### src/rtl/dbg_pkg.sv
package dbg_pkg;
  localparam int NUM_CAUSE = 8;
  localparam int EXT_MARK_W = 3;
  localparam logic [15:0] RETURN_OP = 16'hD623;

  typedef enum int {
    CZ_TOOL_REQ   = 0,
    CZ_PC_BRK     = 1,
    CZ_DATA_BRK   = 2,
    CZ_BRK_INSN   = 3,
    CZ_ZERO_TRAP  = 4,
    CZ_STEP       = 5,
    CZ_EXT_EVENT  = 6,
    CZ_TOOL_ABORT = 7
  } cause_idx_e;
endpackage

### src/rtl/dbg_entry_ctl.sv
module dbg_entry_ctl #(
  parameter int NCAUSE = dbg_pkg::NUM_CAUSE
) (
  input  logic              clk,
  input  logic              rst_n,
  input  logic              dbg_en,
  input  logic              dbg_mask,
  input  logic [NCAUSE-1:0] cause_evt,
  input  logic              sw_dbit_wr,
  input  logic              flag_clr_we,
  input  logic [NCAUSE-1:0] flag_clr_mask,
  input  logic              exit_req,
  output logic              dbg_mode,
  output logic              dbg_enter,
  output logic [NCAUSE-1:0] cause_flags,
  output logic              sr_dbit
);
  logic              mode_q, mode_d;
  logic              enter_q, enter_d;
  logic [NCAUSE-1:0] flags_q, flags_d;
  logic              sr_q, sr_d;
  logic              entry;
  logic [NCAUSE-1:0] clr_bits;

  always_comb begin
    entry    = !mode_q && dbg_en && !dbg_mask && (|cause_evt);
    clr_bits = flag_clr_we ? flag_clr_mask : '0;
    flags_d  = (flags_q & ~clr_bits) | (entry ? cause_evt : '0);
    enter_d  = entry;
    mode_d   = mode_q;
    if (entry) mode_d = 1'b1;
    else if (exit_req) mode_d = 1'b0;
    sr_d = sr_q;
    if (exit_req) sr_d = 1'b0;
    else if (entry || sw_dbit_wr) sr_d = 1'b1;
  end

  always_ff @(posedge clk or negedge rst_n) begin
    if (!rst_n) begin
      mode_q  <= 1'b0;
      enter_q <= 1'b0;
      flags_q <= '0;
      sr_q    <= 1'b0;
    end else begin
      mode_q  <= mode_d;
      enter_q <= enter_d;
      flags_q <= flags_d;
      sr_q    <= sr_d;
    end
  end

  assign dbg_mode    = mode_q;
  assign dbg_enter   = enter_q;
  assign cause_flags = flags_q;
  assign sr_dbit     = sr_q;
endmodule

### src/rtl/dbg_inject.sv
module dbg_inject #(
  parameter int IW = 32,
  parameter int PW = 16
) (
  input  logic          clk,
  input  logic          rst_n,
  input  logic          dbg_mode,
  input  logic          inj_valid,
  input  logic [IW-1:0] inj_data,
  output logic          inj_ready,
  output logic          op_valid,
  output logic [2*PW-1:0] op_data,
  output logic          op_is32,
  input  logic          op_ready,
  output logic          inj_done,
  output logic          exit_req
);
  localparam int NPARC = IW / PW;
  localparam int CW    = $clog2(NPARC + 1);
  localparam int OW    = 2 * PW;

  logic [IW-1:0] word_q;
  logic [CW-1:0] cnt_q, cnt_d;
  logic          hold_v_q, hold_v_d;
  logic [PW-1:0] hold_q, hold_d;
  logic          done_q, done_d;
  logic [PW-1:0] parc [NPARC];
  logic [PW-1:0] cur, nxt;
  logic          cur_ext, spill, accept, wr;
  logic [CW-1:0] take;
  logic          v_c, x_c;
  logic [OW-1:0] d_c;

  for (genvar g = 0; g < NPARC; g++) begin : g_parc
    assign parc[g] = word_q[IW-1-g*PW -: PW];
  end

  always_comb begin
    cur = '0;
    nxt = '0;
    for (int i = 0; i < NPARC; i++) begin
      if (int'(cnt_q) == NPARC - i) cur = parc[i];
      if (int'(cnt_q) == NPARC - i + 1) nxt = parc[i];
    end
    cur_ext = &cur[PW-1 -: dbg_pkg::EXT_MARK_W];
    v_c = 1'b0; x_c = 1'b0; d_c = '0; take = '0; spill = 1'b0;
    if (cnt_q != '0) begin
      if (hold_v_q) begin
        v_c = 1'b1; x_c = 1'b1; d_c = {hold_q, cur}; take = CW'(1);
      end else if (cur_ext) begin
        if (cnt_q >= CW'(2)) begin
          v_c = 1'b1; x_c = 1'b1; d_c = {cur, nxt}; take = CW'(2);
        end else begin
          spill = 1'b1;
        end
      end else begin
        v_c = 1'b1; d_c = {{PW{1'b0}}, cur}; take = CW'(1);
      end
    end
  end

  assign inj_ready = dbg_mode && (cnt_q == '0);
  assign wr        = inj_valid && inj_ready;
  assign accept    = v_c && op_ready;
  assign exit_req  = accept && !x_c && (d_c[PW-1:0] == PW'(dbg_pkg::RETURN_OP));

  always_comb begin
    cnt_d    = cnt_q;
    hold_v_d = hold_v_q;
    hold_d   = hold_q;
    if (exit_req) begin
      cnt_d    = '0;
      hold_v_d = 1'b0;
    end else if (wr) begin
      cnt_d = CW'(NPARC);
    end else if (accept) begin
      cnt_d = cnt_q - take;
      if (hold_v_q) hold_v_d = 1'b0;
    end else if (spill) begin
      hold_d   = cur;
      hold_v_d = 1'b1;
      cnt_d    = cnt_q - CW'(1);
    end
    done_d = done_q;
    if (wr) done_d = 1'b0;
    else if (cnt_d == '0) done_d = 1'b1;
  end

  always_ff @(posedge clk or negedge rst_n) begin
    if (!rst_n) begin
      word_q   <= '0;
      cnt_q    <= '0;
      hold_v_q <= 1'b0;
      hold_q   <= '0;
      done_q   <= 1'b1;
    end else begin
      if (wr) word_q <= inj_data;
      if (spill && !exit_req) hold_q <= hold_d;
      cnt_q    <= cnt_d;
      hold_v_q <= hold_v_d;
      done_q   <= done_d;
    end
  end

  assign op_valid = v_c;
  assign op_data  = d_c;
  assign op_is32  = x_c;
  assign inj_done = done_q;
endmodule

### src/rtl/dbg_entry_inject.sv
module dbg_entry_inject #(
  parameter int NCAUSE = dbg_pkg::NUM_CAUSE,
  parameter int IW     = 32,
  parameter int PW     = 16
) (
  input  logic              clk,
  input  logic              rst_n,
  input  logic              dbg_en,
  input  logic              dbg_mask,
  input  logic [NCAUSE-1:0] cause_evt,
  input  logic              sw_dbit_wr,
  input  logic              flag_clr_we,
  input  logic [NCAUSE-1:0] flag_clr_mask,
  input  logic              inj_valid,
  input  logic [IW-1:0]     inj_data,
  output logic              inj_ready,
  output logic              op_valid,
  output logic [2*PW-1:0]   op_data,
  output logic              op_is32,
  input  logic              op_ready,
  output logic              dbg_mode,
  output logic              dbg_enter,
  output logic [NCAUSE-1:0] cause_flags,
  output logic              sr_dbit,
  output logic              inj_done
);
  logic exit_req;

  dbg_entry_ctl #(.NCAUSE(NCAUSE)) u_ctl (
    .clk           (clk),
    .rst_n         (rst_n),
    .dbg_en        (dbg_en),
    .dbg_mask      (dbg_mask),
    .cause_evt     (cause_evt),
    .sw_dbit_wr    (sw_dbit_wr),
    .flag_clr_we   (flag_clr_we),
    .flag_clr_mask (flag_clr_mask),
    .exit_req      (exit_req),
    .dbg_mode      (dbg_mode),
    .dbg_enter     (dbg_enter),
    .cause_flags   (cause_flags),
    .sr_dbit       (sr_dbit)
  );

  dbg_inject #(.IW(IW), .PW(PW)) u_inj (
    .clk       (clk),
    .rst_n     (rst_n),
    .dbg_mode  (dbg_mode),
    .inj_valid (inj_valid),
    .inj_data  (inj_data),
    .inj_ready (inj_ready),
    .op_valid  (op_valid),
    .op_data   (op_data),
    .op_is32   (op_is32),
    .op_ready  (op_ready),
    .inj_done  (inj_done),
    .exit_req  (exit_req)
  );
endmodule

### config.mk
export PLATFORM = sky130hd
export DESIGN_NAME = dbg_entry_inject
export DESIGN_NICKNAME = d
export VERILOG_FILES = /design/src/rtl/dbg_pkg.sv /design/src/rtl/dbg_entry_ctl.sv /design/src/rtl/dbg_inject.sv /design/src/rtl/dbg_entry_inject.sv
export SDC_FILE = /design/constraint.sdc
export NUM_CORES = 1
export LEC_CHECK = 0
export BUFFER_PORTS_ARGS = -buffer_cell sky130_fd_sc_hd__buf_2
export CORE_MARGIN = 8
export CORE_UTILIZATION = 41
export DETAILED_ROUTE_END_ITERATION = 8
export PLACE_DENSITY = 0.64
export SLEW_MARGIN = 20
export SYNTH_ARGS = -nofsm -noshare
export SYNTH_HDL_FRONTEND = slang
export SYNTH_SLANG_ARGS = --single-unit
### constraint.sdc
create_clock -name clk -period 3.7 [get_ports clk]
set_input_delay 0.74 -clock clk [delete_from_list [all_inputs] [get_ports clk]]
set_output_delay 0.74 -clock clk [all_outputs]
set_load 0.05 [all_outputs]
==> results of run 1 <==
==> report_power, final <==
part	switching, µW	internal, µW	total (µW)
registers	268	963	1230
logic	1420	735	2160
clock network	263	416	679
total	1950	2110	4070
==> layout make-up <==
cell class | count | area, µm² | area share
multi-input combinational | 276 | 1870 | 0.421
sequential | 63 | 1580 | 0.355
timing repair buffer | 115 | 613 | 0.138
clock buffer | 13 | 159 | 0.0357
tap | 108 | 135 | 0.0304
clock inverter | 3 | 65.1 | 0.0146
inverter | 6 | 22.5 | 0.00507
==> logic make-up (layout without fill, tap and decap cells) <==
kind of cell	after synthesis	count (layout)
compound gates	120	120
fa+ha+maj	5	5
buf+inv	32	137
flops	63	63
mux	32	32
simple gates	119	119
==> layout by cell type (no fill, tap or decap), types with 3 or more instances in the layout <==
master	n
inv_1	6
a2111oi_0	3
mux2_2	32
a21boi_0	4
a21oi_1	11
nand2b_1	3
a22oi_1	16
a22o_1	11
nor4_1	3
nor2_1	12
ha_1	4
nand3_1	5
a211oi_1	12
buf_4	13
clkbuf_8	11
or3_1	4
buf_2	100
a221oi_1	4
nand3b_1	9
nand2_1	57
o21ai_1	21
nand4b_1	3
o21ai_0	15
and2_1	5
dfrtp_1	62
and4b_1	3
==> metal layers <==
| layer | GRT usage | share of wire |
|---|---|---|
| met5 | 0 | 0 |
| met1 | 0.238 | 0.44 |
| met2 | 0.277 | 0.46 |
| met4 | 0.0849 | 0.023 |
| met3 | 0.0492 | 0.084 |
==> worst max-delay path: cells and delay by family, from the launching register on <==
kind,cells,cell delay [ps]
buffers and inverters,2,570
flip-flops,1,380
AO/OA/AOI/OAI,2,540
AND/OR/NAND/NOR,1,470
adder cells (fa/ha/maj),1,450
==> flip-flops by register name, summed over array words and instances (netlist names) <==
| signal | count |
|---|---|
| u_ctl.cause_flags | 8 |
| u_ctl.dbg_enter | 1 |
| u_ctl.dbg_mode | 1 |
| u_ctl.sr_dbit | 1 |
| u_inj.cnt_q | 2 |
| u_inj.hold_q | 16 |
| u_inj.hold_v_q | 1 |
| u_inj.inj_done | 1 |
| u_inj.parc | 32 |
==> through the flow <==
step | instance area (µm²) | total power [µW] | TNS, ps | hold WS [ps]
floorplan | 3590 | 2790 | -2710 | 435
global placement | 4210 | 3350 | 0 | 450
detailed placement | 4210 | 3360 | 0 | 460
CTS | 4440 | 4050 | 0 | 426
global route | 4450 | 4310 | -34.4 | 466
finish | 4450 | 4070 | 0 | 412
==> path summary, 6_finish.rpt <==
path,depth (start not counted),endpoint,start,slack (ps)
min in group clk,1,u_inj.hold_q[14]$_DFFE_PN0P_,u_inj.hold_q[14]$_DFFE_PN0P_,470
setup reg to reg,12,u_inj.cnt_q[1]$_DFF_PN0_,u_inj.cnt_q[1]$_DFF_PN0_,640
max in group asynchronous,2,u_ctl.cause_flags[0]$_DFF_PN0_,rst_n,2360
hold / removal,1,u_inj.hold_q[11]$_DFFE_PN0P_,rst_n,410
hold reg to reg,1,u_inj.hold_q[14]$_DFFE_PN0P_,u_inj.hold_q[14]$_DFFE_PN0P_,470
setup / recovery,6,op_data[15],u_inj.cnt_q[1]$_DFF_PN0_,210
==> metrics.yaml, run 1 <==
routing:
  routed_wl_mm: 10.7
  ant_nets: 0
  wl_per_cell_um: 18.3
  vias: 3394
  dr.pass1.iters: 5
  route.detailed.drc: 0
  viasPerCell: 5.81
  drtIter0Drc: 186
yosys:
  synthesis.area_um2: 3590
  synth_compound_area_frac: 0.233
  yosys.area_share.simple: 0.169
  synth_top_area_cell: "dfrtp_1"
  synth_edf_count: 0
  avgSynthCellArea_um2: 9.67
  synth_cell_types: 54
  synth_top_area_frac: 0.432
  synthXorXnorAreaFrac: 0
  synthCells: 371
  synth_area_leaders: "dfrtp_1 43%, mux2_2 10%, nand2_1 6.1%"
  ys_ff_latch: 63
  muxShareOfSynthArea: 0.100
  synth_common_cells: "62 x dfrtp_1, 58 x nand2_1, 32 x mux2_2"
  ys_warn_count: 0
  synthArstFlopShare: 1.00
  synth_top_flop_cell: "dfrtp_1"
  yosysMostFrequentCell: "dfrtp_1"
  syn-num-nets: 432
  synthAdderAreaFrac: 0.0174
  synth_top_family_by_area: "compound AO/OA/AOI/OAI gates"
  synth_seq_area_share: 0.440
global_routing:
  grtUsageTotal: 0.183
  antenna_found_initial: 0
  grt_pass1_vias: 3276
  gr-total-overflow: 0
  grt_max_degree: 37
  grt_pass1_wl_mm: 17.0
cts:
  cts_setup_buffers: 0
  cts.clk_slew.worst_paths_ps: 70
  h-tree-depth: 3
  clock_latency_ps: 350
  cts_sinks: 63
  cts_resized: 0
  ctsHoldBuffers: 0
  cts_made_buffers: 9
  cts_tree: "built"
  cts_buffer_depth: 2
  root_buffer: "clkbuf_8"
die:
  die_h_um: 110
  rows: 34
  start_util: 0.418
  io_pins: 103
  core_um2: 8590
  die-area_um2: 12000
  die_w_um: 110
setup_path:
  required_ps: 2960
  cp_max_fo: 13
  path_cells: "buf_4 -> ha_1 -> and3b_1 -> a22oi_1 -> a221oi_1 -> buf_2"
  slowest_stage: "and3b_1"
  start_kind: "flop"
  max_stage_delay_ps: 470
  critical_path_class: "flop to primary output"
  arrival_ps: 2750
  end_kind: "primary output"
placed_design:
  dp_hpwl_mm: 8.02
  dp.cells: 568
  routabilityCongestion: 0.898
  numPortBuffers: 102
  dpl_worst_slack_ps: 414
sta:
  report.final.slew_viol_count: 0
  tightest_slew_ps: 1050
  relSlewSlack: 0.301
  clock.fmax_ghz: 0.286
  setup_slack_ps: 206
  finalSetupViolations: 0
  final.period_utilization: 0.944
  finClkSkew_ps: 8.93
  layout_min_cycle_time_ps: 3490
  hold_viol_final: 0
power_and_ir_drop:
  power_leakage_uw: 0.00208
  p_per_area_nw_per_um2: 915
  vdd_drop_max_mv: 0.571
hold_path:
  worstHoldPathType: "primary input to asynchronous set/reset pin"
finish:
  fill_cells: 833
  layout.cells.non_filler: 584
  area_growth_pct: 23.9
  nets: 532
  utilization: 0.517
  layout-drive-gt1-share: 0.353
  n_antenna_cell: 0
status:
  status: "completed"
run:
  cap_violations: 0
No activity file was read; power rests on OpenSTA's default activity.
==> run 2: changes to the inputs <==
CORE_MARGIN = 3   (was 8)
RECOVER_POWER = 100   (was not set)
==> run 2 against run 1 <==
  * The run now ends with max-capacitance violations, max-slew violations left
  * Sequential share of layout area increased by 0.46 points
  * Sequential power about the same
  * First-iteration DRC count grew 12%
  * Sequential cell count unchanged
==> metrics.yaml, run 2 (synthesis results as in run 1) <==
setup_path:
  start_kind: "flop"
  worst_r2r_endpoint: "u_inj.cnt_q[1]$_DFF_PN0_"
  worstSetupStartpoint: "u_inj.cnt_q[1]$_DFF_PN0_"
  rr_worst_depth: 12  # unchanged
  cp_max_fo: 12  # -1
  r2r_setup_slack_ps: 460  # -180 ps
  critical_path_class: "flop to primary output"
  arrival_ps: 2810  # +60 ps
  required_ps: 2960  # about the same
  endpoint: "op_data[1]"
  end_kind: "primary output"
  r2r-start: "u_inj.cnt_q[1]$_DFF_PN0_"
cts:
  root_buffer: "clkbuf_8"
  cts_sinks: 63  # unchanged
  cts_buffer_depth: 2  # unchanged
  cts.clk_slew.worst_paths_ps: 70  # about the same
  cts_made_buffers: 9  # unchanged
  clock_latency_ps: 350  # about the same
  cts_tree: "built"
  h-tree-depth: 3  # unchanged
routing:
  routed_wl_mm: 10.0  # -6.3%
  route.detailed.drc: 0  # unchanged
  vias: 3317  # -2.3%
  wl_per_cell_um: 17.2  # -6.0%
  dr.pass1.iters: 4  # -1
  drtIter0Drc: 209  # +12%
  ant_nets: 0  # unchanged
  viasPerCell: 5.70  # -1.9%
finish:
  layout_common_cells: "62 x dfrtp_1, 57 x nand2_1, 57 x buf_2"
  largest_reg_flops: 32  # unchanged
  n_antenna_cell: 0  # unchanged
  nets: 533  # +0.19%
  area_growth_pct: 22.3
  layout-drive-gt1-share: 0.310  # -0.0427
  final_common_cell: "dfrtp_1"
placed_design:
  numPortBuffers: 102  # unchanged
  routabilityCongestion: 0.903  # +0.55%
  dp_hpwl_mm: 7.64  # -4.7%
die:
  core_um2: 8340  # -2.9%
  io_pins: 103  # unchanged
  start_util: 0.430  # +0.0127
  die_w_um: 99.6  # -9.1%
  die_h_um: 99.6  # -9.1%
  rows: 33  # -2.9%
  die-area_um2: 9910  # -17%
global_routing:
  grt_pass1_vias: 3334  # +1.8%
  grt.met1_usage: 0.288  # +0.0504
  grt-busiest-layer: "met2"
  grtUsageTotal: 0.214  # +0.0317
  gr-total-overflow: 0  # unchanged
  grt_pass1_wl_mm: 16.8  # -0.97%
  grt_use_met3: 0.0491  # -0.000150
  grtUsageMet2: 0.343  # +0.0666
  grt_max_degree: 33  # -11%
  antenna_found_initial: 0  # unchanged
hold_path:
  worstHoldPathType: "flop to flop"
sta:
  hold_slack_ps: 469  # +57.1 ps
  hold_viol_final: 0  # unchanged
  rsz0062_at_grt: "false"
  report.final.slew_viol_count: 33  # +33
  layout_min_cycle_time_ps: 3550  # +55.6 ps
  finalSetupViolations: 0  # unchanged
  finClkSkew_ps: 9.54  # +0.611 ps
  clock.fmax_ghz: 0.282  # -1.6%
  relSlewSlack: -0.222  # -0.522
  final.period_utilization: 0.959  # +0.0150
  tightest_slew_ps: 1830  # +787 ps
power_and_ir_drop:
  p_total_uw: 4000  # -1.7%
  power_leakage_uw: 0.00199  # -4.6%
  vdd_drop_max_mv: 0.447  # -22%
  p_per_area_nw_per_um2: 911  # -0.44%
run:
  cap_violations: 1  # +1
status:
  violations: "max-capacitance violations, max-slew violations"
  status: "finished, violations left"
-- run 2: changes by cell type in the layout (fill, tap and decap cells not counted), moves of 2 or more --
cell | before | now
buf_2 | 100 | 57
buf_4 | 13 | 8
clkbuf_1 | 2 | 21
clkbuf_2 | 0 | 31
clkbuf_8 | 11 | 9
clkinv_4 | 0 | 2
o21ai_0 | 15 | 28
o21ai_1 | 21 | 8
-- run 2: worst max-delay path: stages (launching register included) --
cell and delay [ps]:
dfrtp_1 390, buf_4 200, ha_1 200, nor2b_1 560, a22oi_1 250, or3_1 400
o31ai_1 130, buf_2 340
-- run 2: repair_timing --
action / 4_1_cts / 5_1_grt
hold buffers: 0 / 0
resized for setup: 0 / 3
setup endpoints to repair: 0 / 16
buffers inserted: 0 / 1
-- run 2: power by group --
group | switching (µW) | internal [µW]
clock | 268 | 381
sequential | 261 | 963
combinational | 1410 | 714
total | 1940 | 2060
-- run 2: cell type report --
type	count	area (µm²)
fillers	809	3950
multi-input cells	276	1860
flip-flops and latches	63	1580
repair buffers	116	579
clock buffers	11	131
well taps	105	131
clock inverters	5	82.6
inverters	6	22.5
-- run 2: layer usage --
metal,share of wire,wire length (µm)
met5,0,0
met3,0.055,550
met2,0.46,4630
met1,0.47,4670
met4,0.016,156
-- run 2: worst min-delay path by stage --
stage	start	to	slack, ps	depth (start not counted)
after floorplan	u_inj.hold_q[13]$_DFFE_PN0P_	u_inj.hold_q[13]$_DFFE_PN0P_	430	1
after global placement	u_inj.hold_q[13]$_DFFE_PN0P_	u_inj.hold_q[13]$_DFFE_PN0P_	450	1
after detailed placement	u_inj.hold_q[13]$_DFFE_PN0P_	u_inj.hold_q[13]$_DFFE_PN0P_	450	1
after CTS	rst_n	u_inj.hold_q[14]$_DFFE_PN0P_	470	1
after global routing	u_inj.hold_q[4]$_DFFE_PN0P_	u_inj.hold_q[4]$_DFFE_PN0P_	500	2
final	u_inj.hold_q[14]$_DFFE_PN0P_	u_inj.hold_q[14]$_DFFE_PN0P_	470	1
-- run 2: through the flow --
step           setup slack, ps   util  cell area (µm²)  cells  TNS (ps)
2_1_floorplan             -338      -             3590    371     -2710
3_3_place_gp               487  0.505             4210    565         0
3_5_place_dp               511  0.505             4210    565         0
4_1_cts                    126  0.530             4420    581         0
5_1_grt                   8.73  0.526             4390    582         0
6_report                   150  0.526             4390    582         0
